### config.mk
export PLATFORM = sky130hd
export DESIGN_NAME = pen_irq_ctrl
export DESIGN_NICKNAME = d
export VERILOG_FILES = /design/src/rtl/pen_irq_pkg.sv /design/src/rtl/pen_cmd_latch.sv /design/src/rtl/pen_rearm_timer.sv /design/src/rtl/pen_arm_fsm.sv /design/src/rtl/pen_irq_ctrl.sv
export SDC_FILE = /design/constraint.sdc
export NUM_CORES = 1
export LEC_CHECK = 0
export ABC_CLOCK_PERIOD_IN_PS = 1100
export BUFFER_PORTS_ARGS = -buffer_cell sky130_fd_sc_hd__buf_2
export CAP_MARGIN = 10
export CORE_MARGIN = 2
export CORE_UTILIZATION = 55
export DETAILED_ROUTE_END_ITERATION = 6
export PLACE_DENSITY = 0.84
export SKIP_CTS_REPAIR_TIMING = 1
export SLEW_MARGIN = 0
export SYNTH_ARGS = -nofsm -noshare
export SYNTH_HDL_FRONTEND = slang
export SYNTH_SLANG_ARGS = --single-unit
### constraint.sdc
create_clock -name clk -period 1.1 [get_ports clk]
set_clock_uncertainty 0.15 [all_clocks]
set_input_delay 0.11 -clock clk [delete_from_list [all_inputs] [get_ports clk]]
set_output_delay 0.11 -clock clk [all_outputs]
set_load 0.05 [all_outputs]
### src/rtl/pen_irq_pkg.sv
package pen_irq_pkg;
  parameter int CHAN_W = 4;

  typedef enum logic [2:0] {
    ST_ARMED,
    ST_BUSY,
    ST_WAIT,
    ST_OFF,
    ST_DRIVE
  } pen_state_e;

  typedef enum logic [1:0] {
    CL_OTHER,
    CL_POSITION,
    CL_DRIVE
  } cmd_class_e;

  typedef struct packed {
    cmd_class_e cls;
    logic       pd0;
    logic       res8;
  } cmd_s;

  function automatic cmd_class_e classify(input logic [CHAN_W-1:0] chan);
    case (chan[CHAN_W-1 -: 2])
      2'b11:   return CL_POSITION;
      2'b10:   return CL_DRIVE;
      default: return CL_OTHER;
    endcase
  endfunction
endpackage

### src/rtl/pen_cmd_latch.sv
module pen_cmd_latch
  import pen_irq_pkg::*;
(
  input  logic              clk,
  input  logic              rst_n,
  input  logic              capture_en,
  input  logic [CHAN_W-1:0] chan,
  input  logic              pd0,
  input  logic              res8,
  output cmd_s              cmd_q
);
  cmd_s cmd_d;

  always_comb begin
    cmd_d = cmd_q;
    if (capture_en) begin
      cmd_d.cls  = classify(chan);
      cmd_d.pd0  = pd0;
      cmd_d.res8 = res8;
    end
  end

  always_ff @(posedge clk or negedge rst_n) begin
    if (!rst_n) begin
      cmd_q.cls  <= CL_OTHER;
      cmd_q.pd0  <= 1'b0;
      cmd_q.res8 <= 1'b0;
    end else begin
      cmd_q <= cmd_d;
    end
  end

  // A command seen outside a transfer must leave the stored fields alone
  assert_cmd_ignored_R9: assert property (@(posedge clk) disable iff (!rst_n)
    !capture_en |=> $stable(cmd_q));
endmodule

### src/rtl/pen_rearm_timer.sv
module pen_rearm_timer #(
  parameter int CONV_CYC_12 = 2500,
  parameter int CONV_CYC_8  = 1750
) (
  input  logic clk,
  input  logic rst_n,
  input  logic start,
  input  logic run,
  input  logic res8,
  output logic expired
);
  localparam int MAXC  = (CONV_CYC_12 > CONV_CYC_8) ? CONV_CYC_12 : CONV_CYC_8;
  localparam int CNT_W = (MAXC > 1) ? $clog2(MAXC) : 1;
  localparam logic [CNT_W-1:0] TERM12 = CNT_W'(CONV_CYC_12 - 1);
  localparam logic [CNT_W-1:0] TERM8  = CNT_W'(CONV_CYC_8 - 1);

  logic [CNT_W-1:0] cnt_q, cnt_d, term;

  assign term    = res8 ? TERM8 : TERM12;
  assign expired = run && (cnt_q == term);

  always_comb begin
    cnt_d = cnt_q;
    if (start)
      cnt_d = '0;
    else if (run && !expired)
      cnt_d = cnt_q + 1'b1;
  end

  always_ff @(posedge clk or negedge rst_n) begin
    if (!rst_n) cnt_q <= '0;
    else        cnt_q <= cnt_d;
  end

  // The count never passes the terminal value of the selected mode
  assert_count_bound_R7: assert property (@(posedge clk) disable iff (!rst_n)
    run |-> cnt_q <= term);
endmodule

### src/rtl/pen_arm_fsm.sv
module pen_arm_fsm
  import pen_irq_pkg::*;
(
  input  logic       clk,
  input  logic       rst_n,
  input  logic       addr_wr_ack,
  input  logic       bus_end,
  input  logic       conv_done,
  input  logic       timer_expired,
  input  cmd_s       cmd_q,
  output pen_state_e state_q
);
  pen_state_e state_d;

  always_comb begin
    state_d = state_q;
    if (addr_wr_ack) begin
      state_d = ST_BUSY;
    end else begin
      case (state_q)
        ST_BUSY: if (bus_end) begin
          if (cmd_q.cls == CL_DRIVE) state_d = ST_DRIVE;
          else if (cmd_q.pd0)        state_d = ST_OFF;
          else                       state_d = ST_WAIT;
        end
        ST_WAIT: if (timer_expired || conv_done) state_d = ST_ARMED;
        default: state_d = state_q;
      endcase
    end
  end

  always_ff @(posedge clk or negedge rst_n) begin
    if (!rst_n) state_q <= ST_ARMED;
    else        state_q <= state_d;
  end

  assert_ack_disarms_R3: assert property (@(posedge clk) disable iff (!rst_n)
    addr_wr_ack |=> state_q == ST_BUSY);
  assert_drive_holds_R5: assert property (@(posedge clk) disable iff (!rst_n)
    (state_q == ST_DRIVE && !addr_wr_ack) |=> state_q == ST_DRIVE);
  assert_off_holds_R6: assert property (@(posedge clk) disable iff (!rst_n)
    (state_q == ST_OFF && !addr_wr_ack) |=> state_q == ST_OFF);
  assert_rearm_from_wait_R7: assert property (@(posedge clk) disable iff (!rst_n)
    $rose(state_q == ST_ARMED) |-> $past(state_q) == ST_WAIT);
endmodule

### src/rtl/pen_irq_ctrl.sv
module pen_irq_ctrl
  import pen_irq_pkg::*;
#(
  parameter int CONV_CYC_12 = 2500,
  parameter int CONV_CYC_8  = 1750
) (
  input  logic              clk,
  input  logic              rst_n,
  input  logic              addr_wr_ack,
  input  logic              cmd_valid,
  input  logic [CHAN_W-1:0] cmd_chan,
  input  logic              cmd_pd0,
  input  logic              cmd_res8,
  input  logic              bus_end,
  input  logic              conv_done,
  input  logic              touch_low,
  output logic              pen_pull,
  output logic              xp_det_sw,
  output logic              ym_gnd
);
  logic [1:0] rst_sync_q;
  logic       rst_n_s;
  pen_state_e state_q;
  cmd_s       cmd_q;
  logic       in_busy, tmr_start, tmr_run, tmr_expired;

  always_ff @(posedge clk or negedge rst_n) begin
    if (!rst_n) rst_sync_q <= 2'b00;
    else        rst_sync_q <= {rst_sync_q[0], 1'b1};
  end
  assign rst_n_s = rst_sync_q[1];

  assign in_busy   = (state_q == ST_BUSY);
  assign tmr_start = in_busy && bus_end && !addr_wr_ack;
  assign tmr_run   = (state_q == ST_WAIT);

  pen_cmd_latch u_cmd (
    .clk(clk), .rst_n(rst_n_s),
    .capture_en(in_busy && cmd_valid && !addr_wr_ack),
    .chan(cmd_chan), .pd0(cmd_pd0), .res8(cmd_res8),
    .cmd_q(cmd_q)
  );

  pen_rearm_timer #(.CONV_CYC_12(CONV_CYC_12), .CONV_CYC_8(CONV_CYC_8)) u_tmr (
    .clk(clk), .rst_n(rst_n_s),
    .start(tmr_start), .run(tmr_run), .res8(cmd_q.res8),
    .expired(tmr_expired)
  );

  pen_arm_fsm u_fsm (
    .clk(clk), .rst_n(rst_n_s),
    .addr_wr_ack(addr_wr_ack), .bus_end(bus_end), .conv_done(conv_done),
    .timer_expired(tmr_expired), .cmd_q(cmd_q), .state_q(state_q)
  );

  always_comb begin
    pen_pull  = 1'b0;
    xp_det_sw = 1'b0;
    ym_gnd    = 1'b0;
    case (state_q)
      ST_ARMED: begin
        pen_pull  = touch_low;
        xp_det_sw = 1'b1;
        ym_gnd    = 1'b1;
      end
      ST_DRIVE: pen_pull = 1'b1;
      default: ;
    endcase
  end

  assert_det_off_when_unarmed_R4: assert property (@(posedge clk) disable iff (!rst_n_s)
    (state_q != ST_ARMED) |-> (!xp_det_sw && !ym_gnd));
  assert_armed_follows_touch_R2: assert property (@(posedge clk) disable iff (!rst_n_s)
    xp_det_sw |-> (pen_pull == touch_low));
endmodule

# Word-level counts from Yosys, hierarchy flattened
# Index checks and enable logic that the tools add are counted.
# W data, S select, Z words.
[totals]
input_bits = 13
reg_bits = 21
output_inout_bits = 3
[op_classes]
n_addsub = 1
n_mux = 12
eq_ne = 9
n_reduce_logical = 13
[op_table]
columns = ["cell", "n"]
rows = [
  ["$mux W12", 3],
  ["$add A12 B1 Y12 const B", 1],
  ["$eq A12 B12 Y1", 1],
  ["$mux W3", 4],
  ["$eq A2 B2 Y1 const B", 3],
  ["$logic_and A1 B1 Y1", 6],
  ["$pmux W3 S2", 1],
  ["$pmux W2 S2", 1],
  ["$eq A3 B1 Y1 const B", 1],
  ["$eq A3 B2 Y1 const B", 1],
  ["$eq A3 B3 Y1 const B", 1],
  ["$logic_not A3 Y1", 1],
  ["$ne A3 B2 Y1 const B", 1],
  ["$ne A3 B3 Y1 const B", 1],
  ["$reduce_and A3 Y1", 1],
  ["$reduce_bool A3 Y1", 1],
  ["$logic_not A1 Y1", 2],
  ["$mux W1", 2],
  ["$pmux W1 S2", 1],
  ["$reduce_bool A2 Y1", 1],
  ["$logic_or A1 B1 Y1", 1],
]

# Longest topological paths before layout
[logic_depth]
ltp_word = 7
mapped_depth = 6
mapped_depth_nobuf = 5

# Cells and area by module
# A second synthesis with hierarchy kept.
[unflattened]
hier_cells = 109
area_unflattened_um2 = 1098.6
[modules_own_cells]
columns = ["mod", "n_inst", "area_per_inst_um2", "cells_each", "seq_area_each_um2"]
rows = [
  ["pen_rearm_timer", 1, 680.7, 71, 300.3],
  ["pen_arm_fsm", 1, 155.1, 15, 75.1],
  ["pen_cmd_latch", 1, 152.6, 12, 100.1],
  ["pen_irq_ctrl", 1, 110.1, 11, 50.0],
]

# Worst setup path before layout
# No wires, ideal clock.
[synth_path]
path_kind = "register to output"
startpoint = "register u_fsm.state_q[0]"
endpoint = "output port ym_gnd"
arrival_ps = 2004
path_stages_with_launch = 4
slack_ps = -1164
n_path_buf = 2
required_time_ps = 840
path_cell_list = "dfrtp_1 -> buf_4 -> nor3_1 -> buf_4"
[synth_between]
elab_chain_len = 2
[synth_lines]
columns = ["item", "line", "text"]
rows = [
  ["from (decl)", "pen_arm_fsm.sv:11", "output pen_state_e state_q"],
  ["from (signal assigned)", "pen_arm_fsm.sv:34", "else state_q <= state_d;"],
  ["$logic_not A3 Y1", "--", ""],
  ["$mux W1", "--", ""],
  ["to (decl)", "pen_irq_ctrl.sv:19", "output logic ym_gnd"],
]
# No other way between the ends.

# Worst setup path after layout
[layout_path]
startpoint = "register u_fsm.state_q[2]"
endpoint = "register u_tmr.cnt_q[11]"
[layout_between]
elab_chain_len = 5
word_cells_on_any_way = 9
cone_classes = "eq/ne: 2; mux: 1; reduce/logical: 6"
[layout_lines]
columns = ["item", "line", "text"]
rows = [
  ["$eq A3 B2 Y1", "pen_irq_ctrl.sv:35", "assign tmr_run = (state_q == ST_WAIT);"],
  ["$logic_and A1 B1 Y1", "pen_rearm_timer.sv:20", "assign expired = run && (cnt_q == term);"],
  ["$logic_not A1 Y1", "pen_rearm_timer.sv:26", "else if (run && !expired)"],
  ["$logic_and A1 B1 Y1", "pen_rearm_timer.sv:26", ""],
  ["$reduce_bool A2 Y1 (no line)", "--", ""],
  ["to (signal assigned)", "pen_rearm_timer.sv:32", "else cnt_q <= cnt_d;"],
  ["to (decl)", "pen_rearm_timer.sv:17", "logic [CNT_W-1:0] cnt_q, cnt_d, term;"],
]
# Parallel ways exist; a longest one is shown, timed or not.
# A chain may end at the register's enable or synchronous reset.

==> impl_metrics.csv <==
group,metric,value,unit
status,status,"finished with violations",
status,violations,"hold timing, setup timing",
global_route,grt_overflow,0,
critical_path,end_kind,"register",
cts,cts_buffer_depth,2,
synth,yosysTopAreaCellShare,46.1,%
global_route,grt_busiest_layer,"met2",
routing,drc,0,
cts,root_buffer,"clkbuf_4",
global_route,grt_util_met2,42.2,%
critical_path,startpoint,"u_fsm.state_q[2]",
critical_path,cp-start-kind,"register",
critical_path,crit_chain,"or3b_4 -> nor4b_4 -> nand3_2 -> mux2i_1",
global_route,first_global_vias,1041,
place,port-buffer-count,13,
synth,yosysMostFrequentCell,"dfrtp_1",
power,p_clk_share,17.2,%
critical_path,path_class,"reg2reg",
synth,synthTopCellsByCount,"21 x dfrtp_1, 11 x nand2_1, 8 x nor2_1",
sta,setup_ws,-0.600,ns
place,dp_hpwl,2030,µm
sta,max_freq,0.588,GHz
routing,vias_per_cell,5.56,
synth,synthTopCellsByArea,"dfrtp_1 46%, mux2i_1 4.4%, xnor2_1 3.8%",
synth,yosysWarnings,0,
sta,rsz0062_at_grt,"true",
routing,wirelength,3050,µm
routing,drt_iter0_drc,18,
power,p_leak,0.000786,µW
cts,path_clk_slew,0.12,ns
die,num_rows,16,
global_route,grt_max_degree,20,
die,coreArea,1960,µm²
synth,synth_area_leader_cell,"dfrtp_1",
layout,fin_util,84.9,%
critical_path,required,1.15,ns
sta,fin_tns_setup,-10.38,ns
cts,cts_sinks,21,
worst_hold_path,min_from,"bus_end",
power,netSwitchingFraction,35.5,%
die,die_h,49.5,µm
layout,area_growth,46.2,%
power,pwr-share-seq,44.9,%
critical_path,slowest_delay,0.46,ns
global_route,grt_util_met1,28.0,%
critical_path,critical_path.max_fanout,5,
synth,synth.distinct_cells,42,
critical_path,crit_path_top_delay_cell,"or3b_4",
layout,drive_gt1_share,45.3,%
job,max_cap_violations,0,
routing,first_pass_iters,6,
layout,nets,176,
synth,synthCells,111,
power,ir_drop,1.11,mV
power,p_total,2310,µW
power,power.switching,821,µW
synth,synth_ff_type,"dfrtp_1",
layout,diodes,0,
global_route,antenna_found_initial,0,
synth,synth_edf_count,0,
synth,syn_area_per_cell,10.3,µm²
sta,setup_viol,22,
place,routabilityCongestion,0.882,
routing,final_antenna_net_count,0,
worst_hold_path,hold_path.class,"in2reg",
cts,cts_max_level,1,
routing,wire_per_inst,16.2,µm
die,start_util,58.1,%
sta,finalHoldViolCount,1,
sta,slew_violations,0,
synth,seq_area_frac_synth,46.1,%
synth,synth-seq-cells,21,
sta,timing.hold.ws,-0.00878,ns
power,p_int,1490,µW
synth,async_reset_ff_share,100,%
critical_path,r2r-start,"u_fsm.state_q[2]",
sta,period_needed,1.70,ns
routing,vias,1045,
cts,tritoncts,"yes",
critical_path,cp.arrival,1.75,ns
die,pin_count,16,
cts,insertion_delay,0.32,ns
global_route,met3_usage,5.76,%
synth,syn-num-nets,125,
global_route,grt_pass1_wl,4460,µm
synth,netlist_area,1140,µm²
power,cellPowerDensity,1390,nW/µm²
die,die_width,49.5,µm
power,pwr-share-comb,37.9,%
global_route,track_usage,23.7,%
die,die_area,2450,µm²
sta,period_share,155,%
cts,cts_made_buffers,3,
[cells by family after synthesis]
kind of cell | Yosys count | synth area share (%)
and+or+nand+nor | 52 | 28.6
DFF | 21 | 46.1
AOI/OAI and AO/OA | 12 | 6.92
buffers and inverters | 10 | 5.16
xor gates and xnor gates | 7 | 5.38
muxes | 7 | 6.37
adders and majority gates | 1 | 1.10
other | 1 | 0.329
[path summary, 6_finish.rpt]
path | end | slack, ns | cells past startpoint
worst max-delay path | u_tmr.cnt_q[11] | -0.60 | 4
worst min-delay path | u_fsm.state_q[1] | -0.009 | 3
min in group asynchronous | u_cmd.cmd_q[2] | 0.08 | 1
worst max register to register | u_tmr.cnt_q[11] | -0.60 | 4
worst min register to register | u_cmd.cmd_q[2] | 0.08 | 1
max in group asynchronous | rst_sync_q[0] | 0.22 | 3
[sequential cells by signal, indices dropped and copies added, names as in the netlist]
| register | cells |
|---|---|
| u_tmr.cnt_q | 12 |
| rst_sync_q | 2 |
| u_fsm.state_q | 3 |
| u_cmd.cmd_q | 4 |
[power groups by stage]
stage	Sequential [µW]	Clock, µW	Combinational, µW
after global routing	1050	426	950
after CTS	1010	403	683
after floorplan	1010	0	481
final	1040	398	876
after global placement	1020	0	646
after detailed placement	1030	0	681
[cell type report]
type	instances	area (µm²)
fill	109	295
timing repair buffer	52	414
inverter	4	15.0
clock buffer	3	22.5
clock inverter	1	7.51
tap	27	33.8
sequential	21	531
multi-input combinational	80	643
[per-stage QoR]
step	hold slack [ns]	instances	cell area, µm²	setup WS [ns]
2_1_floorplan	-0.336	111	1190	-0.591
3_3_place_gp	-0.257	170	1430	-0.506
3_5_place_dp	-0.254	170	1430	-0.576
4_1_cts	-0.612	174	1460	-0.584
5_1_grt	-0.000213	188	1670	-0.649
6_report	-0.00878	188	1670	-0.600
[placed cells by master, fill, tap and decap left out, types with 3 or more instances in the layout]
| master | instances |
|---|---|
| buf_2 | 10 |
| dfrtp_2 | 4 |
| mux2i_1 | 5 |
| nor3_4 | 3 |
| nor2_1 | 7 |
| dlygate4sd3_1 | 9 |
| clkbuf_4 | 3 |
| buf_4 | 26 |
| nand2_1 | 11 |
| xnor2_1 | 5 |
| nand4_1 | 3 |
| buf_6 | 7 |
| inv_1 | 4 |
| dfrtp_1 | 17 |
| nand3_1 | 5 |
[per-layer routing]
metal  routed length [µm]  vias up  part of all wire, %
li1                     -      487                    -
met1                 1250      526                   41
met4                   12        0                 0.39
met3                  121        2                  4.0
met2                 1670       30                   55
met5                    0        -                    0
[worst max-delay path, delay by kind of cell, from the launching register on]
kind / cells / cell delay (ns)
flops: 1 / 0.44
simple gates: 3 / 0.86
mux: 1 / 0.14
Power figures use the tool's default switching activity.
